File: src/rtl/gpio_af_pkg.sv
package gpio_af_pkg;

   localparam int ADDR_W    = 3;
   localparam int ALT_SEL_W = 4;
   localparam int MODE_W    = 2;
   localparam int SPEED_W   = 2;
   localparam int PULL_W    = 2;

   typedef enum logic [MODE_W-1:0] {
      MODE_IN  = 2'b00,
      MODE_OUT = 2'b01,
      MODE_ALT = 2'b10,
      MODE_ANA = 2'b11
   } pin_mode_e;

   localparam logic [PULL_W-1:0] PULL_UP_C   = 2'b01;
   localparam logic [PULL_W-1:0] PULL_DOWN_C = 2'b10;

   localparam logic [ADDR_W-1:0] A_MODE   = 3'd0;
   localparam logic [ADDR_W-1:0] A_OTYPE  = 3'd1;
   localparam logic [ADDR_W-1:0] A_SPEED  = 3'd2;
   localparam logic [ADDR_W-1:0] A_PULL   = 3'd3;
   localparam logic [ADDR_W-1:0] A_ALT_LO = 3'd4;
   localparam logic [ADDR_W-1:0] A_ALT_HI = 3'd5;
   localparam logic [ADDR_W-1:0] A_ODATA  = 3'd6;
   localparam logic [ADDR_W-1:0] A_IDATA  = 3'd7;

   typedef struct packed {
      pin_mode_e            mode;
      logic                 open_drain;
      logic [SPEED_W-1:0]   speed;
      logic [PULL_W-1:0]    pull;
      logic [ALT_SEL_W-1:0] alt_sel;
      logic                 odata;
   } pin_cfg_t;

endpackage

File: src/rtl/gpio_cfg_regs.sv
module gpio_cfg_regs
   import gpio_af_pkg::*;
#(
   parameter int NUM_PINS = 16,
   parameter int DATA_W   = 32
) (
   input  logic                          clk,
   input  logic                          rst_n,
   input  logic                          we,
   input  logic [ADDR_W-1:0]             addr,
   input  logic [DATA_W-1:0]             wdata,
   input  logic [NUM_PINS-1:0]           idata,
   output pin_cfg_t [NUM_PINS-1:0]       cfg,
   output logic [DATA_W-1:0]             rdata
);

   localparam int ALT_PER_REG = DATA_W / ALT_SEL_W;

   pin_cfg_t [NUM_PINS-1:0] cfg_q;

   initial begin : param_chk
      assert (MODE_W * NUM_PINS <= DATA_W)
         else $fatal(1, "mode fields do not fit one word");
      assert (NUM_PINS <= 2 * ALT_PER_REG)
         else $fatal(1, "select fields need more than two words");
   end

   always_ff @(posedge clk or negedge rst_n) begin
      if (!rst_n) begin
         cfg_q <= '0;
      end else if (we) begin
         for (int p = 0; p < NUM_PINS; p++) begin
            case (addr)
               A_MODE:   cfg_q[p].mode       <= pin_mode_e'(wdata[MODE_W*p +: MODE_W]);
               A_OTYPE:  cfg_q[p].open_drain <= wdata[p];
               A_SPEED:  cfg_q[p].speed      <= wdata[SPEED_W*p +: SPEED_W];
               A_PULL:   cfg_q[p].pull       <= wdata[PULL_W*p +: PULL_W];
               A_ALT_LO: if (p < ALT_PER_REG)
                            cfg_q[p].alt_sel <= wdata[ALT_SEL_W*(p % ALT_PER_REG) +: ALT_SEL_W];
               A_ALT_HI: if (p >= ALT_PER_REG)
                            cfg_q[p].alt_sel <= wdata[ALT_SEL_W*(p % ALT_PER_REG) +: ALT_SEL_W];
               A_ODATA:  cfg_q[p].odata      <= wdata[p];
               default:  ;
            endcase
         end
      end
   end

   assign cfg = cfg_q;

   logic [DATA_W-1:0] w_mode, w_otype, w_speed, w_pull;
   logic [DATA_W-1:0] w_alo, w_ahi, w_odata, w_idata;

   always_comb begin
      w_mode  = '0;
      w_otype = '0;
      w_speed = '0;
      w_pull  = '0;
      w_alo   = '0;
      w_ahi   = '0;
      w_odata = '0;
      w_idata = '0;
      for (int p = 0; p < NUM_PINS; p++) begin
         w_mode[MODE_W*p +: MODE_W]   = cfg_q[p].mode;
         w_otype[p]                   = cfg_q[p].open_drain;
         w_speed[SPEED_W*p +: SPEED_W] = cfg_q[p].speed;
         w_pull[PULL_W*p +: PULL_W]   = cfg_q[p].pull;
         if (p < ALT_PER_REG)
            w_alo[ALT_SEL_W*(p % ALT_PER_REG) +: ALT_SEL_W] = cfg_q[p].alt_sel;
         else
            w_ahi[ALT_SEL_W*(p % ALT_PER_REG) +: ALT_SEL_W] = cfg_q[p].alt_sel;
         w_odata[p] = cfg_q[p].odata;
         w_idata[p] = idata[p];
      end
   end

   always_comb begin
      case (addr)
         A_MODE:   rdata = w_mode;
         A_OTYPE:  rdata = w_otype;
         A_SPEED:  rdata = w_speed;
         A_PULL:   rdata = w_pull;
         A_ALT_LO: rdata = w_alo;
         A_ALT_HI: rdata = w_ahi;
         A_ODATA:  rdata = w_odata;
         default:  rdata = w_idata;
      endcase
   end

   // a write aimed at the input word leaves every stored field alone
   assert_idata_readonly_R10: assert property (@(posedge clk) disable iff (!rst_n)
      (we && addr == A_IDATA) |=> $stable(cfg_q));

   // an output data write lands in the per-pin bits
   assert_odata_write_R2: assert property (@(posedge clk) disable iff (!rst_n)
      (we && addr == A_ODATA) |=> (w_odata[NUM_PINS-1:0] == $past(wdata[NUM_PINS-1:0])));

endmodule

File: src/rtl/gpio_in_sync.sv
module gpio_in_sync #(
   parameter int WIDTH  = 16,
   parameter int STAGES = 2
) (
   input  logic             clk,
   input  logic             rst_n,
   input  logic [WIDTH-1:0] d,
   output logic [WIDTH-1:0] q
);

   initial begin : param_chk
      assert (STAGES >= 2) else $fatal(1, "synchroniser needs two stages");
   end

   logic [WIDTH-1:0] stg_q [STAGES];

   always_ff @(posedge clk or negedge rst_n) begin
      if (!rst_n) begin
         for (int s = 0; s < STAGES; s++) stg_q[s] <= '0;
      end else begin
         stg_q[0] <= d;
         for (int s = 1; s < STAGES; s++) stg_q[s] <= stg_q[s-1];
      end
   end

   assign q = stg_q[STAGES-1];

endmodule

File: src/rtl/gpio_pin_ctrl.sv
module gpio_pin_ctrl
   import gpio_af_pkg::*;
#(
   parameter int NUM_ALT = 16
) (
   input  logic               clk,
   input  logic               rst_n,
   input  pin_cfg_t           cfg,
   input  logic [NUM_ALT-1:0] alt_drv,
   input  logic [NUM_ALT-1:0] alt_en,
   input  logic               sync_in,
   output logic               pad_out,
   output logic               pad_oe,
   output logic               pad_pu,
   output logic               pad_pd,
   output logic [SPEED_W-1:0] pad_speed,
   output logic               pad_ana,
   output logic               idata
);

   initial begin : param_chk
      assert (NUM_ALT >= 1 && NUM_ALT <= (1 << ALT_SEL_W))
         else $fatal(1, "function count exceeds select code range");
   end

   logic alt_d, alt_e;

   generate
      if (NUM_ALT > 1) begin : g_alt_mux
         localparam int IDX_W = $clog2(NUM_ALT);
         logic             in_range;
         logic [IDX_W-1:0] idx;
         assign in_range = {1'b0, cfg.alt_sel} < (ALT_SEL_W+1)'(NUM_ALT);
         assign idx      = cfg.alt_sel[IDX_W-1:0];
         assign alt_d    = in_range & alt_drv[idx];
         assign alt_e    = in_range & alt_en[idx];
      end else begin : g_alt_single
         assign alt_d = (cfg.alt_sel == '0) & alt_drv[0];
         assign alt_e = (cfg.alt_sel == '0) & alt_en[0];
      end
   endgenerate

   logic src_d, src_e;

   always_comb begin
      src_d = cfg.odata;
      src_e = 1'b0;
      case (cfg.mode)
         MODE_OUT: src_e = 1'b1;
         MODE_ALT: begin
            src_d = alt_d;
            src_e = alt_e;
         end
         default: ;
      endcase
   end

   assign pad_ana = (cfg.mode == MODE_ANA);

   always_comb begin
      if (pad_ana) begin
         pad_out = 1'b0;
         pad_oe  = 1'b0;
      end else if (cfg.open_drain) begin
         pad_out = 1'b0;
         pad_oe  = src_e & ~src_d;
      end else begin
         pad_out = src_d;
         pad_oe  = src_e;
      end
   end

   assign pad_pu    = ~pad_ana & (cfg.pull == PULL_UP_C);
   assign pad_pd    = ~pad_ana & (cfg.pull == PULL_DOWN_C);
   assign pad_speed = cfg.speed;
   assign idata     = ~pad_ana & sync_in;

   // push-pull output mode drives the data bit
   assert_pp_out_R3: assert property (@(posedge clk) disable iff (!rst_n)
      (cfg.mode == MODE_OUT && !cfg.open_drain) |-> (pad_oe && pad_out == cfg.odata));

   // open-drain releases on a high source
   assert_od_release_R5: assert property (@(posedge clk) disable iff (!rst_n)
      (cfg.mode == MODE_OUT && cfg.open_drain && cfg.odata) |-> (!pad_oe && !pad_out));

   // reserved pull code enables nothing
   assert_pull_resv_R6: assert property (@(posedge clk) disable iff (!rst_n)
      (cfg.pull == 2'b11) |-> (!pad_pu && !pad_pd));

   // analog pins are digitally silent
   assert_ana_quiet_R7: assert property (@(posedge clk) disable iff (!rst_n)
      (cfg.mode == MODE_ANA) |-> (!pad_oe && !pad_pu && !pad_pd && !idata));

   // input mode never enables the driver
   assert_in_hiz_R9: assert property (@(posedge clk) disable iff (!rst_n)
      (cfg.mode == MODE_IN) |-> !pad_oe);

endmodule

File: src/rtl/gpio_af_port.sv
module gpio_af_port
   import gpio_af_pkg::*;
#(
   parameter int NUM_PINS    = 16,
   parameter int NUM_ALT     = 16,
   parameter int DATA_W      = 32,
   parameter int SYNC_STAGES = 2,
   localparam int ALT_BUS_W  = NUM_PINS * NUM_ALT,
   localparam int SPD_BUS_W  = NUM_PINS * SPEED_W
) (
   input  logic                 clk,
   input  logic                 rst_n,
   input  logic                 reg_we,
   input  logic [ADDR_W-1:0]    reg_addr,
   input  logic [DATA_W-1:0]    reg_wdata,
   output logic [DATA_W-1:0]    reg_rdata,
   input  logic [NUM_PINS-1:0]  pin_in,
   input  logic [ALT_BUS_W-1:0] alt_drive,
   input  logic [ALT_BUS_W-1:0] alt_oe,
   output logic [NUM_PINS-1:0]  pad_out,
   output logic [NUM_PINS-1:0]  pad_oe,
   output logic [NUM_PINS-1:0]  pad_pull_up,
   output logic [NUM_PINS-1:0]  pad_pull_dn,
   output logic [SPD_BUS_W-1:0] pad_speed,
   output logic [NUM_PINS-1:0]  pad_ana
);

   initial begin : param_chk
      assert (NUM_PINS >= 1 && NUM_PINS <= 16)
         else $fatal(1, "pin count out of range");
      assert (DATA_W == 32)
         else $fatal(1, "register word must be 32 bits");
   end

   pin_cfg_t [NUM_PINS-1:0] cfg;
   logic [NUM_PINS-1:0]     sync_q;
   logic [NUM_PINS-1:0]     idata;

   gpio_cfg_regs #(
      .NUM_PINS (NUM_PINS),
      .DATA_W   (DATA_W)
   ) u_regs (
      .clk   (clk),
      .rst_n (rst_n),
      .we    (reg_we),
      .addr  (reg_addr),
      .wdata (reg_wdata),
      .idata (idata),
      .cfg   (cfg),
      .rdata (reg_rdata)
   );

   gpio_in_sync #(
      .WIDTH  (NUM_PINS),
      .STAGES (SYNC_STAGES)
   ) u_sync (
      .clk   (clk),
      .rst_n (rst_n),
      .d     (pin_in),
      .q     (sync_q)
   );

   generate
      for (genvar p = 0; p < NUM_PINS; p++) begin : g_pin
         gpio_pin_ctrl #(
            .NUM_ALT (NUM_ALT)
         ) u_pin (
            .clk       (clk),
            .rst_n     (rst_n),
            .cfg       (cfg[p]),
            .alt_drv   (alt_drive[p*NUM_ALT +: NUM_ALT]),
            .alt_en    (alt_oe[p*NUM_ALT +: NUM_ALT]),
            .sync_in   (sync_q[p]),
            .pad_out   (pad_out[p]),
            .pad_oe    (pad_oe[p]),
            .pad_pu    (pad_pull_up[p]),
            .pad_pd    (pad_pull_dn[p]),
            .pad_speed (pad_speed[p*SPEED_W +: SPEED_W]),
            .pad_ana   (pad_ana[p]),
            .idata     (idata[p])
         );
      end
   endgenerate

   // a pin never pulls both ways
   assert_pull_excl_R6: assert property (@(posedge clk) disable iff (!rst_n)
      (pad_pull_up & pad_pull_dn) == '0);

endmodule

File: config.mk
export PLATFORM = sky130hd
export DESIGN_NAME = gpio_af_port
export DESIGN_NICKNAME = d
export VERILOG_FILES = /design/src/rtl/gpio_af_pkg.sv /design/src/rtl/gpio_cfg_regs.sv /design/src/rtl/gpio_in_sync.sv /design/src/rtl/gpio_pin_ctrl.sv /design/src/rtl/gpio_af_port.sv
export SDC_FILE = /design/constraint.sdc
export NUM_CORES = 1
export LEC_CHECK = 0
export BUFFER_PORTS_ARGS = -buffer_cell sky130_fd_sc_hd__buf_2
export CORE_AREA = 2 2 280 282
export CTS_CLUSTER_DIAMETER = 40
export CTS_CLUSTER_SIZE = 25
export DETAILED_ROUTE_END_ITERATION = 10
export DIE_AREA = 0 0 282 284
export GPL_ROUTABILITY_DRIVEN = 0
export SETUP_SLACK_MARGIN = 0.05
export SLEW_MARGIN = 25
export SYNTH_ARGS = -nofsm -noshare
export SYNTH_HDL_FRONTEND = slang
export SYNTH_HIERARCHICAL = 1
export SYNTH_SLANG_ARGS = --single-unit
File: constraint.sdc
create_clock -name clk -period 5.15 [get_ports clk]
set_input_delay 0.515 -clock clk [delete_from_list [all_inputs] [get_ports clk]]
set_output_delay 0.515 -clock clk [all_outputs]
set_load 0.01 [all_outputs]
==> metrics, run 1 <==
status=finished clean; max incr delay on CP=760 ps; DIE WIDTH=282 um; WP data required=roughly 4600 ps; largest cells by area after synthesis=dfrtp_1 (34%), mux2_2 (13%), mux2i_1 (9.6%), mux4_2 (7.9%), ha_1 (3.6%); Mapped Area=approximately 0.017 mm^2; WP buf/inv=2; synthesized area per cell=12.0 um^2; Post-synth top cells=dfrtp_1 (224), mux2_2 (189), mux2i_1 (160); Worst Hold Class=in -> async; fin util=29.2%; EDFF count, synth=0; I/O Buffers=709; H-tree Lvls=2; die area=0.0801 mm^2; most frequent cell after synthesis=dfrtp_1; post-synthesis adder-cell area fraction=3.61%; Pwr per Cell Area=398 mW/mm^2; Worst Setup Start Kind=primary input; final worst-path cycle share=69.1%; Worst Setup End Kind=output port; largest net degree at the start of global routing=~120; wire per inst=approximately 24 um; post-DP HPWL=between 50 and 60 mm; chip height=~280 um; CTS clk-pin slew, worst paths=around 50 ps; Overall Global Routing Usage=roughly 18%; Design Power=8.93 mW; Hold Vio Cnt, Final=0; Yosys cell types=49; first-pass GRT wire length=105 mm; Post-Synth XOR/XNOR Area=0%; Syn-to-layout area delta=34.9%; Initial Util=a little over a fifth; Leak=10.5 nW; Setup WS post-layout=about 1600 ps; crit path time final=3560 ps; I/O pin total=710; VDD IR-drop max=0.000201 V; Simple-Gate Fraction of Synth Area=10.7%; CP Class=in -> out; Crit path max-delay family=simple AND/OR/NAND/NOR gates; Yosys warning total=6; Worst Path Max Fanout=37; Cells after Synth=around 1400; fin area=0.0224 mm^2; Setup TNS=0 ps; Detail Route Antenna Nets=0; CTS resizes=0; hold_ws=26.7 ps; Rel. slew slack=33.6%; DP Worst Slack=1540 ps; Synth Area in Compound Gates=8.86%; CTS max path bufs=3; DRC Markers=0; Iteration-0 DRC Markers=653; Cell Rows=102; register bit total from synthesis=~220; GRT overflow=0; Routed WL=between 70 and 80 mm; routed vias=14600; clock skew=5.77 ps; Critical Path AT=around 3000 ps; CTS tree=built; sequential area share after synthesis=between 30% and 40%; max-cap violations=0; crit path cell chain=buf_4 -> and2_2 -> nand2_2 -> o22a_1 -> buf_2; ys async rst share=between 90% and 100%; core area=0.0770 mm^2; largest family of logic cells by synthesized area=multiplexers; cell count of the worst reg-to-reg path=1; worst reg2reg path endpoint=u_regs/cfg[122]; Num Clock Sinks=224; Final Non-Filler Cells=roughly 3100; critical path's slowest cell=and2_2; Placed Area=just over 0.02 mm^2; Synth Flop Type=dfrtp_1; CTS Hold Bufs=0; top cell type's share of synthesized area=33.7%; RSZ-0062 raised after global routing=no; reg-to-reg critical path startpoint=u_regs/cfg[122]; number of global-route vias before repair=15000; cell type with the largest total area after synthesis=dfrtp_1; # nets final=2640; initial antenna violation count=16; final count of negative-setup-slack endpoints=0; Reg2Reg Setup Slack=3830 ps; First-pass DRT Iterations=5; syn nets=2005; Setup Buffers After CTS=0; mux contribution to synthesized area=36.3%; slew at the pin closest to its max-slew limit=~990 ps; placed cell count=3020; count of pins over their slew limit=0; layout cell share with drive strength beyond 1=53.8%; CTS Buf Count=44; CTS Root Cell=clkbuf_16; Max Fclk=around 0.28 GHz; drt via density=around 4.7; clk_lat worst skew=~550 ps
[how the worst max path moves through the flow]
stage,from,end,slack [ps],depth (start not counted)
final,reg_addr[0],reg_rdata[1],1590,5
after CTS,u_regs/cfg[122],pad_out[10],1530,5
after detailed placement,reg_addr[0],reg_rdata[7],1540,5
after floorplan,u_regs/cfg[130],pad_oe[10],2770,5
after global placement,reg_addr[0],reg_rdata[7],1160,5
after global routing,u_regs/cfg[122],pad_out[10],1450,5
[cell type report]
| type | instances | area (um^2) |
|---|---|---|
| fill | 8040 | 54500 |
| tap | 1040 | 1300 |
| inverter | 54 | 203 |
| clock buffer | 47 | 1120 |
| clock inverter | 34 | 536 |
| timing repair buffer | 723 | 3690 |
| multi-input combinational | 979 | 9980 |
| antenna | 2 | 5.00 |
| sequential | 224 | 5610 |
[cells by family after synthesis]
family	count (synthesis)
simple gates	267
fa+ha+maj	48
compound gates	197
buf+inv	188
flops	224
mux	467
[state kept, by name, summed over array words and instances (netlist names)]
signal,flops
u_regs/cfg,192
u_sync/q,16
u_sync/stg_q,16
[where the power goes]
part           internal, mW  switching [mW]  total, mW
sequential             2.10           0.827       2.93
combinational          1.52            1.23       2.75
clock                  2.17            1.08       3.25
total                  5.79            3.14       8.93
[placed cells by master, fill, tap and decap left out, types with 13 or more instances in the layout]
cell type    n
nor2b_1     31
mux2i_1    160
a21oi_1     40
mux2_2     189
nor3b_1     37
a22oi_1     40
o221ai_1    14
mux2_1      38
mux4_2      58
ha_1        48
nand2_1     44
clkbuf_16   44
buf_2      706
inv_1       54
mux4_1      22
dfrtp_1    224
nor2_1      46
buf_4       14
a221oi_1    26
a31oi_1     22
o22a_1      13
[metal layers]
layer / wire length (um) / vias to the layer above / global-route usage [%]
met4: 1530 / 22 / 4.57
li1: - / 6599 / -
met3: 5210 / 108 / 4.65
met5: 144 / - / 0
met2: 36700 / 550 / 31.1
met1: 30900 / 7273 / 22.0
No activity file was read; power rests on OpenSTA's default activity.
==> run 2, diff against run 1 <==
--- a/config.mk
+++ b/config.mk
@@ -5,6 +5,7 @@
 export SDC_FILE = /design/constraint.sdc
 export NUM_CORES = 1
 export LEC_CHECK = 0
+export ABC_AREA = 1
 export BUFFER_PORTS_ARGS = -buffer_cell sky130_fd_sc_hd__buf_2
 export CORE_AREA = 2 2 280 282
 export CTS_CLUSTER_DIAMETER = 40
==> constraint.sdc (replaced) <==
create_clock -name clk -period 2.95 [get_ports clk]
set_input_delay 0.295 -clock clk [delete_from_list [all_inputs] [get_ports clk]]
set_output_delay 0.295 -clock clk [all_outputs]
set_load 0.01 [all_outputs]
==> metrics, run 2 <==
status=finished clean; hold_ws=99.8 ps (+73.1 ps); Initial Util=23.8% (+2.2 points); max-cap violations=0 (unchanged); register bit total from synthesis=224 (unchanged); number of global-route vias before repair=19900 (+32%); Gate power share=35.1% (+4.3 points); final count of negative-setup-slack endpoints=0 (unchanged); core area=0.0770 mm^2 (unchanged); layout cell share with drive strength beyond 1=26.5% (-27 points); synthesized area per cell=6.28 um^2 (-48%); VDD IR-drop max=0.000334 V (+66%); Syn-to-layout area delta=28.5%; Max Fclk=0.365 GHz; worst reg2reg path endpoint=u_regs/cfg[37]; hold endpoint=u_regs/cfg[147]; sequential area share after synthesis=30.5% (-3.2 points); Switching Share=41.8% (+6.6 points); Num Clock Sinks=224 (unchanged); Cell Rows=102 (unchanged); DRC Markers=0 (unchanged); final worst-path cycle share=92.8%; post-DP HPWL=68.6 mm (+19%); clk_lat worst skew=520 ps (-30 ps); Reg2Reg Setup Slack=1780 ps (-2050 ps); Critical Path AT=2440 ps (-600 ps); clock skew=8.19 ps (+2.43 ps); Setup Buffers After CTS=0 (unchanged); ys async rst share=100% (unchanged); Psw=5.86 mW (+87%); H-tree Lvls=2 (unchanged); most common cell after layout, fill and taps aside=nand2_1; crit path cell chain=inv_6 -> nand2_1 -> nand3_1 -> nand3_1 -> nand3_1 -> nand2_1 -> nand2_1 -> nand2_1 -> nand2_1 -> nor2_2 -> buf_2; largest cells by area after synthesis=dfrtp_1 (31%), nand2_1 (21%), nand3_1 (13%), inv_1 (8.5%), ha_1 (3.3%); largest net degree at the start of global routing=72 (-41%); Routed WL=84.9 mm (+14%); DIE WIDTH=282 um (unchanged); Yosys cell types=29 (-41%); Detail Route Antenna Nets=0 (unchanged); cell type with the largest total area after synthesis=dfrtp_1; Leak=13.6 nW (+29%); WHS Path Cells=3; CTS max path bufs=3 (unchanged); Hold Path Origin=reg_wdata[18]; DP Worst Slack=427 ps (-1120 ps); Worst Path Max Fanout=19 (-49%); slew at the pin closest to its max-slew limit=857 ps (-137 ps); most frequent cell after synthesis=nand2_1; CTS tree=built; Hold Vio Cnt, Final=0 (unchanged); CP Class=reg -> out; I/O pin total=710 (unchanged); Final Non-Filler Cells=4610 (+49%); Worst Hold Class=in -> reg; Setup TNS=0 ps (unchanged); Synth Flop Type=dfrtp_1; count of pins over their slew limit=0 (unchanged); Iteration-0 DRC Markers=1637 (+150%); critical path's slowest cell=dfrtp_1; placed cell count=4523 (+50%); reg-to-reg critical path startpoint=u_regs/cfg[37]; wire per inst=18.4 um (-23%); cell count of the worst reg-to-reg path=2 (+1); crit path time final=around 2700 ps; Worst Setup Start Kind=register; I/O Buffers=709 (unchanged); initial antenna violation count=12 (-4); die area=0.0801 mm^2 (unchanged); Rel. slew slack=42.9% (+9.3 points); RSZ-0062 raised after global routing=no; Post-synth top cells=nand2_1 (1045), nand3_1 (465), inv_1 (416); Overall Global Routing Usage=20.4% (+2.4 points); CTS clk-pin slew, worst paths=70 ps (+20 ps); WP buf/inv=2 (unchanged); WP data required=2650 ps (-1990 ps); Design Power=14.0 mW (+57%); Fill cells=8597 (+6.9%); top cell type's share of synthesized area=30.5% (-3.2 points); first-pass GRT wire length=124 mm (+18%); chip height=284 um (unchanged); Mapped Area=0.0184 mm^2 (+10%); routed vias=20900 (+44%); Pwr per Cell Area=594 mW/mm^2 (+49%); Worst Setup End Kind=output port; Yosys warning total=6 (unchanged); EDFF count, synth=0 (unchanged); syn nets=3538 (+76%); Pint=8.16 mW (+41%); CP dominant cell by count=nand2_1; CTS Root Cell=clkbuf_16; Crit path max-delay family=flip-flops; Crit. path cell count=11 (+6); Reg power frac=33.6% (+0.8 points); First-pass DRT Iterations=5 (unchanged); commonest non-fill, non-tap cells in the layout=nand2_1 (1045), buf_2 (708), nand3_1 (465); # nets final=4152 (+57%); Setup WS post-layout=213 ps (-1380 ps); CTS Buf Count=36 (-18%); GRT overflow=0 (unchanged); Cells after Synth=2924 (+110%); Clk network pwr share=31.3% (-5.1 points); max incr delay on CP=840 ps (+80 ps); drt via density=4.54 (-3.2%); number of flip-flops in the largest register=192 (unchanged)
run 2: cell families (layout without fill, tap and decap cells):
group                      count (synthesis)  after routing  synth area share, %
and+or+nand+nor                         1839           1839                 44.1
buffers and inverters                    621           1263                 16.9
DFF                                      224            224                 30.5
AOI/OAI and AO/OA                        192            192                 5.24
adders and majority gates                 48             48                 3.27
other                                      0              4                    0
run 2: tightest hold or removal path: stages:
cell and delay [ps]:
buf_2 80, inv_1 90, o21ai_1 140
run 2: metal layers:
layer / wire length (um) / up-vias / GRT usage (%)
met2: 38900 / 858 / 33.2
li1: - / 10300 / -
met1: 36900 / 9610 / 26.8
met4: 1800 / 12 / 5.16
met5: 76 / - / 0
met3: 7290 / 101 / 4.87
run 2: timing repair:
| action | 4_1_cts | 5_1_grt |
|---|---|---|
| gates resized for setup | 1 | 5 |
| gates cloned | 0 | 0 |
| setup endpoints to repair | 1 | 5 |
| hold buffers | 17 | 0 |
| hold endpoints to repair | 63 | 0 |
run 2: power groups by stage:
stage | sequential (mW) | clock [mW] | combinational [mW]
after floorplan | 4.05 | 0 | 3.65
after global placement | 4.78 | 0 | 4.90
after detailed placement | 4.78 | 0 | 4.92
after CTS | 4.73 | 4.46 | 4.97
after global routing | 4.84 | 4.58 | 5.57
final | 4.71 | 4.39 | 4.91
run 2: worst max path at each step:
stage                               start       endpoint
after global routing       u_regs/cfg[37]      pad_oe[3]
after detailed placement      reg_addr[0]  reg_rdata[18]
final                     u_regs/cfg[157]     pad_oe[13]
after floorplan            u_regs/cfg[61]      pad_oe[5]
after global placement        reg_addr[0]  reg_rdata[18]
after CTS                  u_regs/cfg[85]      pad_oe[7]
run 2: area by class of cell:
class | count | area, um^2 | share of cell area, %
Multi-Input combinational cell | 2079 | 9670 | 41.0
Sequential cell | 224 | 5610 | 23.8
Timing Repair Buffer | 761 | 4040 | 17.1
Inverter | 436 | 1710 | 7.26
Tap cell | 1040 | 1300 | 5.52
Clock buffer | 42 | 965 | 4.09
Clock inverter | 24 | 273 | 1.16
Antenna cell | 4 | 10.0 | 0.0424
run 2: stage by stage:
stage               cell area, um^2  utilization (%)
finish                        23600             30.6
global route                  23600             30.6
CTS                           23600             30.6
detailed placement            22200             28.8
global placement              22200             28.8
floorplan                     18400                -
==> run 3, diff against run 2 <==
--- a/config.mk
+++ b/config.mk
@@ -7,11 +7,12 @@
 export LEC_CHECK = 0
 export ABC_AREA = 1
 export BUFFER_PORTS_ARGS = -buffer_cell sky130_fd_sc_hd__buf_2
-export CORE_AREA = 2 2 280 282
+export CORE_AREA = 2 2 277 279
+export CTS_BUF_LIST = sky130_fd_sc_hd__clkbuf_4 sky130_fd_sc_hd__clkbuf_8
 export CTS_CLUSTER_DIAMETER = 40
 export CTS_CLUSTER_SIZE = 25
 export DETAILED_ROUTE_END_ITERATION = 10
-export DIE_AREA = 0 0 282 284
+export DIE_AREA = 0 0 279 281
 export GPL_ROUTABILITY_DRIVEN = 0
 export SETUP_SLACK_MARGIN = 0.05
 export SLEW_MARGIN = 25
==> metrics, run 3 (synthesis gave the netlist of run 2 again) <==
Psw=5.74 mW (-2.0%); max-cap violations=0 (unchanged); CTS Root Cell=clkbuf_8; placed cell count=4462 (-1.3%); status=finished clean; Pwr per Cell Area=558 mW/mm^2 (-6.1%); Hold Vio Cnt, Final=0 (unchanged); cell count of the worst reg-to-reg path=3 (+1); Routed WL=84.3 mm (-0.77%); Leak=13.4 nW (-0.98%); Critical Path AT=2420 ps (-20 ps); initial antenna violation count=11 (-1); Worst Setup End Kind=output port; RSZ-0062 raised after global routing=no; Initial Util=24.3% (+0.48 points); CTS clk-pin slew, worst paths=60 ps (about the same); clock skew=7.19 ps (-1.01 ps); final worst-path cycle share=92.0% (-0.80 points); max incr delay on CP=770 ps (-70 ps); layout cell share with drive strength beyond 1=26.9% (+0.39 points); count of pins over their slew limit=0 (unchanged); Max Fclk=0.369 GHz (+0.87%); routed vias=21000 (+0.14%); WHS Path Cells=3 (unchanged); die area=0.0784 mm^2 (-2.1%); Design Power=13.0 mW (-7.5%); Rel. slew slack=45.9% (+3.0 points); CP Class=reg -> out; Fill cells=8479 (-1.4%); multi-input logic area=0.00967 mm^2 (about the same); crit path time final=2710 ps (-23.6 ps); I/O Buffers=709 (unchanged); CTS Buf Count=40 (+11%); Clk network pwr share=26.1% (-5.2 points); GRT overflow=0 (unchanged); Switching Share=44.3% (+2.5 points); I/O pin total=710 (unchanged); number of flip-flops in the largest register=192 (unchanged); DIE WIDTH=279 um (-1.1%); Setup TNS=0 ps (unchanged); Final Non-Filler Cells=4561 (-1.1%); post-DP HPWL=67.6 mm (-1.4%); critical path's slowest cell=dfrtp_1; drt via density=4.59 (+1.2%); Worst Hold Class=in -> reg; Worst Setup Start Kind=register; Setup WS post-layout=237 ps (+23.6 ps); first-pass GRT wire length=121 mm (-2.6%); Syn-to-layout area delta=26.6%; # nets final=4160 (+0.19%); Gate power share=37.6% (+2.5 points); Pint=7.23 mW (-11%); H-tree Lvls=2 (unchanged); DP Worst Slack=657 ps (+230 ps); Num Clock Sinks=224 (unchanged); Iteration-0 DRC Markers=1563 (-4.5%); Worst Path Max Fanout=9 (-10); Hold Path Origin=reg_wdata[17]; Reg power frac=36.3% (+2.7 points); DRC Markers=0 (unchanged); Cell Rows=101 (-0.98%); largest net degree at the start of global routing=74 (+2.8%); First-pass DRT Iterations=5 (unchanged); VDD IR-drop max=0.000211 V (-37%); Overall Global Routing Usage=20.4% (+0.066 points); Reg2Reg Setup Slack=1820 ps (+40 ps); CTS max path bufs=3 (unchanged); most common cell after layout, fill and taps aside=nand2_1; reg-to-reg critical path startpoint=u_regs/cfg[49]; number of global-route vias before repair=19400 (-2.2%); Detail Route Antenna Nets=0 (unchanged); clk_lat worst skew=610 ps (+90 ps); hold endpoint=u_regs/cfg[146]; WP data required=2650 ps (about the same); CTS tree=built; slew at the pin closest to its max-slew limit=811 ps (-45.5 ps); worst reg2reg path endpoint=u_regs/cfg[49]; wire per inst=18.5 um (+0.30%); commonest non-fill, non-tap cells in the layout=nand2_1 (1045), buf_2 (708), nand3_1 (465); hold_ws=58.4 ps (-41.4 ps); Reg area=0.00562 mm^2 (+0.11%); chip height=281 um (-1.1%); crit path cell chain=nand2_1 -> nand3_1 -> nand3_1 -> nand2_1 -> nand2_1 -> nand3_1 -> nand2_2 -> nor2_2 -> nor2_2 -> buf_2; core area=0.0754 mm^2 (-2.0%); final count of negative-setup-slack endpoints=0 (unchanged)
## run 3: worst max-delay path by stage
stage | from | to | cells after the start
3_5_place_dp | u_regs/cfg[61] | pad_oe[5] | 11
4_1_cts | u_regs/cfg[145] | pad_oe[12] | 11
3_3_place_gp | u_regs/cfg[61] | pad_oe[5] | 11
2_1_floorplan | u_regs/cfg[61] | pad_oe[5] | 11
6_report | u_regs/cfg[37] | pad_oe[3] | 10
5_1_grt | u_regs/cfg[13] | pad_oe[1] | 11
## run 3: power by group through the flow
stage / logic, mW / clock network (mW) / registers [mW]
floorplan: 3.65 / 0 / 4.05
global placement: 4.84 / 0 / 4.77
global route: 5.51 / 3.61 / 4.83
detailed placement: 4.87 / 0 / 4.77
finish: 4.88 / 3.38 / 4.71
CTS: 4.91 / 3.48 / 4.72
## run 3: worst max-delay path: cells and delay by family (launching register included)
family	cells	cell delay, ps
flops	1	770
buf+inv	1	130
simple gates	9	910
## run 3: layout make-up
| type | count | share of cell area (%) |
|---|---|---|
| inverter | 436 | 7.37 |
| antenna | 5 | 0.0539 |
| clock inverter | 28 | 1.26 |
| multi-input combinational | 2079 | 41.6 |
| timing repair buffer | 765 | 17.6 |
| tap | 978 | 5.27 |
| clock buffer | 46 | 2.67 |
| sequential | 224 | 24.2 |
## run 3: timing repair
| item | in CTS | in global routing |
|---|---|---|
| resized for setup | 5 | 6 |
| endpoints found under the hold margin | 93 | 0 |
| setup endpoints to repair | 5 | 10 |
| setup buffers | 0 | 0 |
| hold buffers | 20 | 0 |
## run 3: metal layers
layer,track usage (%),vias to the layer above,routed length [um]
li1,-,10300,-
met3,4.49,133,6450
met1,26.7,9653,36800
met2,33.2,813,38600
met4,6.93,8,2430
met5,0,-,48
## run 3: through the flow
| stage | util [%] | area (um^2) |
|---|---|---|
| after floorplan | - | 18400 |
| after global placement | 29.3 | 22100 |
| after detailed placement | 29.3 | 22100 |
| after CTS | 30.8 | 23200 |
| after global routing | 30.8 | 23200 |
| final | 30.8 | 23200 |
